File: config.mk
export PLATFORM = sky130hd
export DESIGN_NAME = row_track_seq
export DESIGN_NICKNAME = d
export VERILOG_FILES = /design/src/rtl/rts_pkg.sv /design/src/rtl/rts_datapath.sv /design/src/rtl/rts_ctrl.sv /design/src/rtl/row_track_seq.sv
export SDC_FILE = /design/constraint.sdc
export NUM_CORES = 1
export LEC_CHECK = 0
export BUFFER_PORTS_ARGS = -buffer_cell sky130_fd_sc_hd__buf_4
export CELL_PAD_IN_SITES_DETAIL_PLACEMENT = 1
export CELL_PAD_IN_SITES_GLOBAL_PLACEMENT = 1
export CORE_AREA = 3 3 160 162
export CTS_BUF_LIST = sky130_fd_sc_hd__clkbuf_8
export CTS_CLUSTER_SIZE = 30
export DETAILED_ROUTE_END_ITERATION = 16
export DIE_AREA = 0 0 163 165
export PLACE_DENSITY_LB_ADDON = 0.1
export SETUP_SLACK_MARGIN = 0.1
export SYNTH_ARGS = -nofsm -noshare
export SYNTH_HDL_FRONTEND = slang
export SYNTH_SLANG_ARGS = --single-unit
File: constraint.sdc
create_clock -name clk -period 5.65 [get_ports clk]
set_input_delay 0.565 -clock clk [delete_from_list [all_inputs] [get_ports clk]]
set_output_delay 0.565 -clock clk [all_outputs]
set_load 0.05 [all_outputs]
File: src/rtl/rts_pkg.sv
package rts_pkg;
  parameter int HADDR_W  = 29;
  parameter int ROW_W    = 13;
  parameter int COL_W    = 11;
  parameter int BANK_MAX = 4;
  parameter int DEV_N    = 2;
  parameter int GAP_W    = 4;
  parameter int AP_BIT   = 10;

  localparam int SPAN_W  = HADDR_W - 1;
  localparam int BANK_W  = $clog2(BANK_MAX);
  localparam int ENTRIES = DEV_N * BANK_MAX;
  localparam int IDX_W   = $clog2(ENTRIES);

  typedef enum logic [2:0] {
    CMD_NOP  = 3'd0,
    CMD_ACT  = 3'd1,
    CMD_RD   = 3'd2,
    CMD_WR   = 3'd3,
    CMD_PRE  = 3'd4,
    CMD_PALL = 3'd5
  } cmd_e;

  typedef struct packed {
    logic latchReq;
    logic markOpen;
    logic markClosed;
    logic clearAll;
  } strobe_t;
endpackage

File: src/rtl/rts_datapath.sv
module rts_datapath
  import rts_pkg::*;
(
  input  logic               clk,
  input  logic               rstN,
  input  logic [1:0]         cfgWidth,
  input  logic [1:0]         cfgRowSel,
  input  logic [1:0]         cfgColSel,
  input  logic               cfgFourBanks,
  input  logic [DEV_N-1:0]   cfgWrProt,
  input  strobe_t            strobe,
  input  logic               reqWrite,
  input  logic [HADDR_W-1:0] reqAddr,
  input  cmd_e               cmdCode,
  output logic               hit,
  output logic               bankOpen,
  output logic               reqErr,
  output logic               isWrite,
  output logic               devSel,
  output logic [BANK_W-1:0]  bankSel,
  output logic [ROW_W-1:0]   cmdAddr
);
  logic [SPAN_W-1:0] latAddr;
  logic              latDev;
  logic              latWrite;

  always_ff @(posedge clk or negedge rstN) begin
    if (!rstN) begin
      latAddr  <= '0;
      latDev   <= 1'b0;
      latWrite <= 1'b0;
    end else if (strobe.latchReq) begin
      latAddr  <= reqAddr[SPAN_W-1:0];
      latDev   <= reqAddr[SPAN_W];
      latWrite <= reqWrite;
    end
  end

  // field split of the latched byte address
  logic [4:0]        colBits, rowBits, bankBits;
  logic [SPAN_W-1:0] wordAddr, upper;
  logic [COL_W-1:0]  colSel;
  logic [ROW_W-1:0]  rowSel;
  logic              badCfg;

  always_comb begin
    colBits  = 5'd8 + {3'd0, cfgColSel};
    rowBits  = 5'd11 + {3'd0, cfgRowSel};
    bankBits = cfgFourBanks ? 5'd2 : 5'd1;
    wordAddr = latAddr >> cfgWidth;
    colSel   = COL_W'(wordAddr) & ((COL_W'(1) << colBits) - COL_W'(1));
    rowSel   = ROW_W'(wordAddr >> colBits) & ((ROW_W'(1) << rowBits) - ROW_W'(1));
    bankSel  = BANK_W'(wordAddr >> (colBits + rowBits)) &
               (cfgFourBanks ? BANK_W'(3) : BANK_W'(1));
    upper    = wordAddr >> (colBits + rowBits + bankBits);
    badCfg   = (cfgWidth == 2'd3) || (cfgRowSel == 2'd3);
    reqErr   = badCfg || (upper != '0) || (latWrite && cfgWrProt[latDev]);
    isWrite  = latWrite;
    devSel   = latDev;
  end

  // open-row record, one entry per device and bank
  logic             vld    [ENTRIES];
  logic [ROW_W-1:0] rowTab [ENTRIES];

  for (genvar e = 0; e < ENTRIES; e++) begin : g_entry
    localparam int unsigned DEV_I  = e / BANK_MAX;
    localparam int unsigned BANK_I = e % BANK_MAX;
    logic sel;
    assign sel = (latDev == 1'(DEV_I)) && (bankSel == BANK_W'(BANK_I));

    always_ff @(posedge clk or negedge rstN) begin
      if (!rstN) begin
        vld[e]    <= 1'b0;
        rowTab[e] <= '0;
      end else if (strobe.clearAll) begin
        vld[e] <= 1'b0;
      end else if (sel && strobe.markOpen) begin
        vld[e]    <= 1'b1;
        rowTab[e] <= rowSel;
      end else if (sel && strobe.markClosed) begin
        vld[e] <= 1'b0;
      end
    end
  end

  logic [IDX_W-1:0] idx;
  assign idx      = {latDev, bankSel};
  assign bankOpen = vld[idx];
  assign hit      = bankOpen && (rowTab[idx] == rowSel);

  // address line drive; auto-precharge line stays low on accesses
  logic [ROW_W-1:0] colOut;
  always_comb begin
    colOut                  = '0;
    colOut[AP_BIT-1:0]      = colSel[AP_BIT-1:0];
    colOut[AP_BIT+1]        = colSel[AP_BIT];
    case (cmdCode)
      CMD_ACT:         cmdAddr = rowSel;
      CMD_RD, CMD_WR:  cmdAddr = colOut;
      CMD_PALL:        cmdAddr = ROW_W'(1) << AP_BIT;
      default:         cmdAddr = '0;
    endcase
  end
endmodule

File: src/rtl/rts_ctrl.sv
module rts_ctrl
  import rts_pkg::*;
(
  input  logic             clk,
  input  logic             rstN,
  input  logic             pallReq,
  input  logic             reqValid,
  input  logic             isWrite,
  input  logic             hit,
  input  logic             bankOpen,
  input  logic             reqErr,
  input  logic [GAP_W-1:0] cfgTrp,
  input  logic [GAP_W-1:0] cfgTrcd,
  output strobe_t          strobe,
  output logic             reqReady,
  output logic             respValid,
  output logic             respErr,
  output logic             cmdValid,
  output cmd_e             cmdCode
);
  typedef enum logic [1:0] {S_IDLE, S_CHECK, S_WAIT_ACT, S_WAIT_RW} state_e;

  state_e           state, stateNext;
  logic [GAP_W-1:0] cnt, cntNext;
  cmd_e             rwCode;

  function automatic logic [GAP_W-1:0] gapLoad(input logic [GAP_W-1:0] g);
    return (g == '0) ? '0 : g - GAP_W'(1);
  endfunction

  assign rwCode = isWrite ? CMD_WR : CMD_RD;

  always_comb begin
    stateNext = state;
    cntNext   = cnt;
    strobe    = '0;
    reqReady  = 1'b0;
    respValid = 1'b0;
    respErr   = 1'b0;
    cmdValid  = 1'b0;
    cmdCode   = CMD_NOP;
    case (state)
      S_IDLE: begin
        reqReady = !pallReq;
        if (pallReq) begin
          cmdValid        = 1'b1;
          cmdCode         = CMD_PALL;
          strobe.clearAll = 1'b1;
        end else if (reqValid) begin
          strobe.latchReq = 1'b1;
          stateNext       = S_CHECK;
        end
      end
      S_CHECK: begin
        if (reqErr) begin
          respValid = 1'b1;
          respErr   = 1'b1;
          stateNext = S_IDLE;
        end else if (hit) begin
          cmdValid  = 1'b1;
          cmdCode   = rwCode;
          respValid = 1'b1;
          stateNext = S_IDLE;
        end else if (bankOpen) begin
          cmdValid          = 1'b1;
          cmdCode           = CMD_PRE;
          strobe.markClosed = 1'b1;
          cntNext           = gapLoad(cfgTrp);
          stateNext         = S_WAIT_ACT;
        end else begin
          cmdValid        = 1'b1;
          cmdCode         = CMD_ACT;
          strobe.markOpen = 1'b1;
          cntNext         = gapLoad(cfgTrcd);
          stateNext       = S_WAIT_RW;
        end
      end
      S_WAIT_ACT: begin
        if (cnt == '0) begin
          cmdValid        = 1'b1;
          cmdCode         = CMD_ACT;
          strobe.markOpen = 1'b1;
          cntNext         = gapLoad(cfgTrcd);
          stateNext       = S_WAIT_RW;
        end else begin
          cntNext = cnt - GAP_W'(1);
        end
      end
      S_WAIT_RW: begin
        if (cnt == '0) begin
          cmdValid  = 1'b1;
          cmdCode   = rwCode;
          respValid = 1'b1;
          stateNext = S_IDLE;
        end else begin
          cntNext = cnt - GAP_W'(1);
        end
      end
      default: stateNext = S_IDLE;
    endcase
  end

  always_ff @(posedge clk or negedge rstN) begin
    if (!rstN) begin
      state <= S_IDLE;
      cnt   <= '0;
    end else begin
      state <= stateNext;
      cnt   <= cntNext;
    end
  end
endmodule

File: src/rtl/row_track_seq.sv
module row_track_seq
  import rts_pkg::*;
(
  input  logic               clk,
  input  logic               rstN,
  input  logic [1:0]         cfgWidth,
  input  logic [1:0]         cfgRowSel,
  input  logic [1:0]         cfgColSel,
  input  logic               cfgFourBanks,
  input  logic [DEV_N-1:0]   cfgWrProt,
  input  logic [GAP_W-1:0]   cfgTrp,
  input  logic [GAP_W-1:0]   cfgTrcd,
  input  logic               pallReq,
  input  logic               reqValid,
  input  logic               reqWrite,
  input  logic [HADDR_W-1:0] reqAddr,
  output logic               reqReady,
  output logic               respValid,
  output logic               respErr,
  output logic               cmdValid,
  output logic [2:0]         cmdCode,
  output logic               cmdDev,
  output logic [BANK_W-1:0]  cmdBank,
  output logic [ROW_W-1:0]   cmdAddr
);
  strobe_t strobe;
  cmd_e    cmdCodeInt;
  logic    hit, bankOpen, reqErr, isWrite;

  rts_datapath u_dp (
    .clk(clk), .rstN(rstN),
    .cfgWidth(cfgWidth), .cfgRowSel(cfgRowSel), .cfgColSel(cfgColSel),
    .cfgFourBanks(cfgFourBanks), .cfgWrProt(cfgWrProt),
    .strobe(strobe), .reqWrite(reqWrite), .reqAddr(reqAddr),
    .cmdCode(cmdCodeInt),
    .hit(hit), .bankOpen(bankOpen), .reqErr(reqErr), .isWrite(isWrite),
    .devSel(cmdDev), .bankSel(cmdBank), .cmdAddr(cmdAddr)
  );

  rts_ctrl u_ctrl (
    .clk(clk), .rstN(rstN), .pallReq(pallReq), .reqValid(reqValid),
    .isWrite(isWrite), .hit(hit), .bankOpen(bankOpen), .reqErr(reqErr),
    .cfgTrp(cfgTrp), .cfgTrcd(cfgTrcd),
    .strobe(strobe), .reqReady(reqReady), .respValid(respValid),
    .respErr(respErr), .cmdValid(cmdValid), .cmdCode(cmdCodeInt)
  );

  assign cmdCode = cmdCodeInt;
endmodule

==> results.sh <==
export IMPL_synth_nets=1216
export IMPL_coreArea_sq_um=24200
export IMPL_grt_max_degree=89
export IMPL_routed_wirelength_um=39500
export IMPL_gp_congestion=0.905
export IMPL_synth_cell_types=92
export IMPL_grt_pass1_wl_um=60500
export IMPL_path_buf_inv=6
export IMPL_antenna_left=0
export IMPL_dp_worst_setup_slack_ns=-0.606
export IMPL_r2r_start="u_dp.latAddr[22]$_DFFE_PN0P_"
export IMPL_io_pins=74
export IMPL_hold_violations=0
export IMPL_startpoint="cfgRowSel[0]"
export IMPL_r2r_slack_ns=0.94
export IMPL_power_per_cell_area_nw_per_um2=521
export IMPL_cts_root_buf="clkbuf_8"
export IMPL_critical_path_max_stage_delay_ns=0.49
export IMPL_synth_most_common_cell="nand2_1"
export IMPL_met1_length_um=17200
export IMPL_vdd_ir_drop_worst_v=0.000376
export IMPL_fin_cells=1668
export IMPL_io_buffer_count=73
export IMPL_first_iter_violations=725
export IMPL_ys_async_sr_fraction_pct=100
export IMPL_cp_num_cells=21
export IMPL_crit_arrival_ns=5.41
export IMPL_worstReg2RegEnd="u_ctrl.cnt[3]$_DFFE_PN0P_"
export IMPL_critical_path_slowest_cell="fa_2"
export IMPL_post_drt_wl_per_cell_um=23.7
export IMPL_fmax_ghz=0.167
export IMPL_synth_seq_cells=148
export IMPL_worst_pin_slew_ns=0.884
export IMPL_crit_path_end_kind="output pin"
export IMPL_synth_top_area_cell="dfrtp_1"
export IMPL_period_needed_ns=5.97
export IMPL_cts_tree="yes"
export IMPL_p_int_mw=3.66
export IMPL_setup_violations=13
export IMPL_path_common_cell="buf_6"
export IMPL_synthCells=1147
export IMPL_start_kind="input port"
export IMPL_finalMaxSlewViolations=0
export IMPL_rr_worst_depth=18
export IMPL_drive_above_1_share_pct=36.3
export IMPL_insertion_delay_ns=0.47
export IMPL_switching_power_mw=3.47
export IMPL_dp_cells=1616
export IMPL_n_antenna_cell=0
export IMPL_synth_edff_count=0
export IMPL_critPathMaxFanout=8
export IMPL_htree_levels=4
export IMPL_synth_area_leaders="dfrtp_1, mux2_2, mux2i_1"
export IMPL_grt_pass1_vias=10500
export IMPL_clockBufferDepth=2
export IMPL_ys_flop_type="dfrtp_1"
export IMPL_gr_usage_all_layers_pct=28.9
export IMPL_dr_pass1_iters=5
export IMPL_die_height_um=165
export IMPL_combPwrFrac_pct=63.1
export IMPL_syn_to_final_growth_pct=28.6
export IMPL_fp_dieW_um=163
export IMPL_yosysSeqAreaShare_pct=34.8
export IMPL_routed_top_layer="met4"
export IMPL_yosys_warnings=0
export IMPL_crit_family="simple AND/OR/NAND/NOR gates"
export IMPL_pwr_share_clk_pct=12.5
export IMPL_antenna_found_initial=0
export IMPL_syn_area_sq_um=10600
export IMPL_die_area_sq_um=26900
export IMPL_min_path_type="in -> async"
export IMPL_wl_met3_um=1390
export IMPL_vias=10200
export IMPL_setup_worst_path_class="in -> out"
export IMPL_clk_pin_slew_worst_paths_ns=0.10
export IMPL_syn_area_per_cell_sq_um=9.27
export IMPL_synth_largest_type_area_fraction_pct=34.8
export IMPL_cts_buffers=17
export IMPL_nets=1400
export IMPL_multi_input_area_sq_um=6940
export IMPL_grt_ovfl_total=0
export IMPL_rows=57
export IMPL_avgViaCountPerCell=6.09
export IMPL_cp_endpoint="cmdAddr[3]"
export IMPL_leakage_nw=6.02
export IMPL_sw_frac_of_total_pct=48.6
export IMPL_slew_headroom_pct=41.1
export IMPL_dp_hpwl_um=28400
export IMPL_drc=0
export IMPL_failed_checks="negative setup slack"
export IMPL_start_util_pct=43.9
export IMPL_cap_violations=0
export IMPL_rsz0062_at_grt="yes"
export IMPL_clkSinkCount=148
export IMPL_period_share_pct=106
export IMPL_synth_common_cells="nand2_1, dfrtp_1, o21ai_0"
export IMPL_cp_required_ns=5.09
export IMPL_cp_cell_sequence="buf_8 -> clkinvlp_4 -> ha_4 -> fa_2 -> buf_6 -> and3b_1 -> a32o_2 -> nor4b_4 -> and2_4 -> nor2_8 -> inv_6 -> buf_6 -> mux2_4 -> a222oi_1 -> a21o_1 -> o211ai_1 -> nor4_4 -> a21boi_2 -> or3b_4 -> o22ai_4 -> buf_6"
export IMPL_dr_wl_met2_um=19500
export IMPL_regArea_sq_um=3700
export IMPL_seqPwrFrac_pct=24.5
export IMPL_fillerInstances=2747
export IMPL_skew_ns=0.0201
export IMPL_status="complete, but fails checks"
export IMPL_setup_ws_ns=-0.323
## power groups by stage
stage          registers, mW  clock network, mW  logic [mW]
4_1_cts                 1.73              0.904        4.23
6_report                1.74              0.889        4.49
3_3_place_gp            1.73                  0        3.94
5_1_grt                 1.79              0.943        4.79
3_5_place_dp            1.74                  0        4.02
2_1_floorplan           1.63                  0        2.66
## through the flow
| stage | power (mW) | hold slack (ns) | setup TNS (ns) | area, sq um | utilization, % |
|---|---|---|---|---|---|
| 5_1_grt | 7.52 | 0.213 | -5.21 | 13700 | 56.4 |
| 4_1_cts | 6.86 | 0.201 | -1.40 | 13400 | 55.2 |
| 3_3_place_gp | 5.67 | 0.455 | -4.44 | 12700 | 52.3 |
| 6_report | 7.13 | 0.169 | -3.11 | 13700 | 56.4 |
| 2_1_floorplan | 4.29 | 0.269 | -0.0705 | 10900 | - |
| 3_5_place_dp | 5.76 | 0.468 | -7.06 | 12700 | 52.3 |
## registers in the layout (all words and copies together), names as in the netlist, named ones only
| signal | count |
|---|---|
| u_ctrl.cnt | 4 |
| u_ctrl.state | 1 |
| u_dp.devSel | 1 |
| u_dp.isWrite | 1 |
| u_dp.latAddr | 28 |
| u_dp.rowTab | 104 |
| u_dp.vld | 8 |
## final cells by class
cell class	count	area share, %
Inverter	31	0.933
Sequential cell	148	27.1
Multi-Input combinational cell	889	50.7
Clock buffer	17	1.71
Tap cell	324	2.96
Clock inverter	15	1.14
Timing Repair Buffer	244	15.4
## cell usage in the layout, fill, tap and decap left out, types with 23 or more instances in the layout
| cell type | synthesis | layout |
|---|---|---|
| nand2_1 | 157 | 157 |
| mux2i_1 | 62 | 59 |
| o21ai_0 | 117 | 111 |
| buf_6 | 10 | 23 |
| dfrtp_1 | 148 | 148 |
| inv_1 | 28 | 26 |
| mux2_2 | 101 | 99 |
| nor2_1 | 49 | 45 |
| a21oi_1 | 52 | 49 |
| buf_4 | 4 | 205 |
| nand3_1 | 31 | 29 |
## cell families after synthesis
logic type,share of synthesized area [%]
AOI/OAI and AO/OA,19.9
xor gates and xnor gates,1.81
adders and majority gates,2.26
buffers and inverters,5.00
DFF,34.8
muxes,20.6
and+or+nand+nor,15.6
## per-layer routing
layer,vias to the layer above,GRT usage (%)
li1,4630,-
met1,5162,38.1
met2,284,48.4
met3,79,3.59
met4,0,11.7
met5,-,0
## worst min-delay path by stage
stage                           startpoint  slack, ns                           end
6_report                              rstN       0.17  u_dp.latAddr[16]$_DFFE_PN0P_
5_1_grt                               rstN       0.21  u_dp.latAddr[19]$_DFFE_PN0P_
4_1_cts                               rstN       0.20  u_dp.latAddr[16]$_DFFE_PN0P_
3_5_place_dp    u_dp.rowTab[7]$_DFFE_PN0P_       0.47    u_dp.rowTab[7]$_DFFE_PN0P_
3_3_place_gp   u_dp.rowTab[72]$_DFFE_PN0P_       0.45   u_dp.rowTab[72]$_DFFE_PN0P_
2_1_floorplan                         rstN       0.27                     async pin
## what timing repair did
item	in CTS	in global routing
pin swaps	23	14
resized for setup	54	47
cloned	1	0
setup endpoints to repair	17	17
hold buffers	0	0
setup buffers	11	9
endpoints found under the hold margin	0	0
Note: power is estimated with default switching activity, not from simulation.
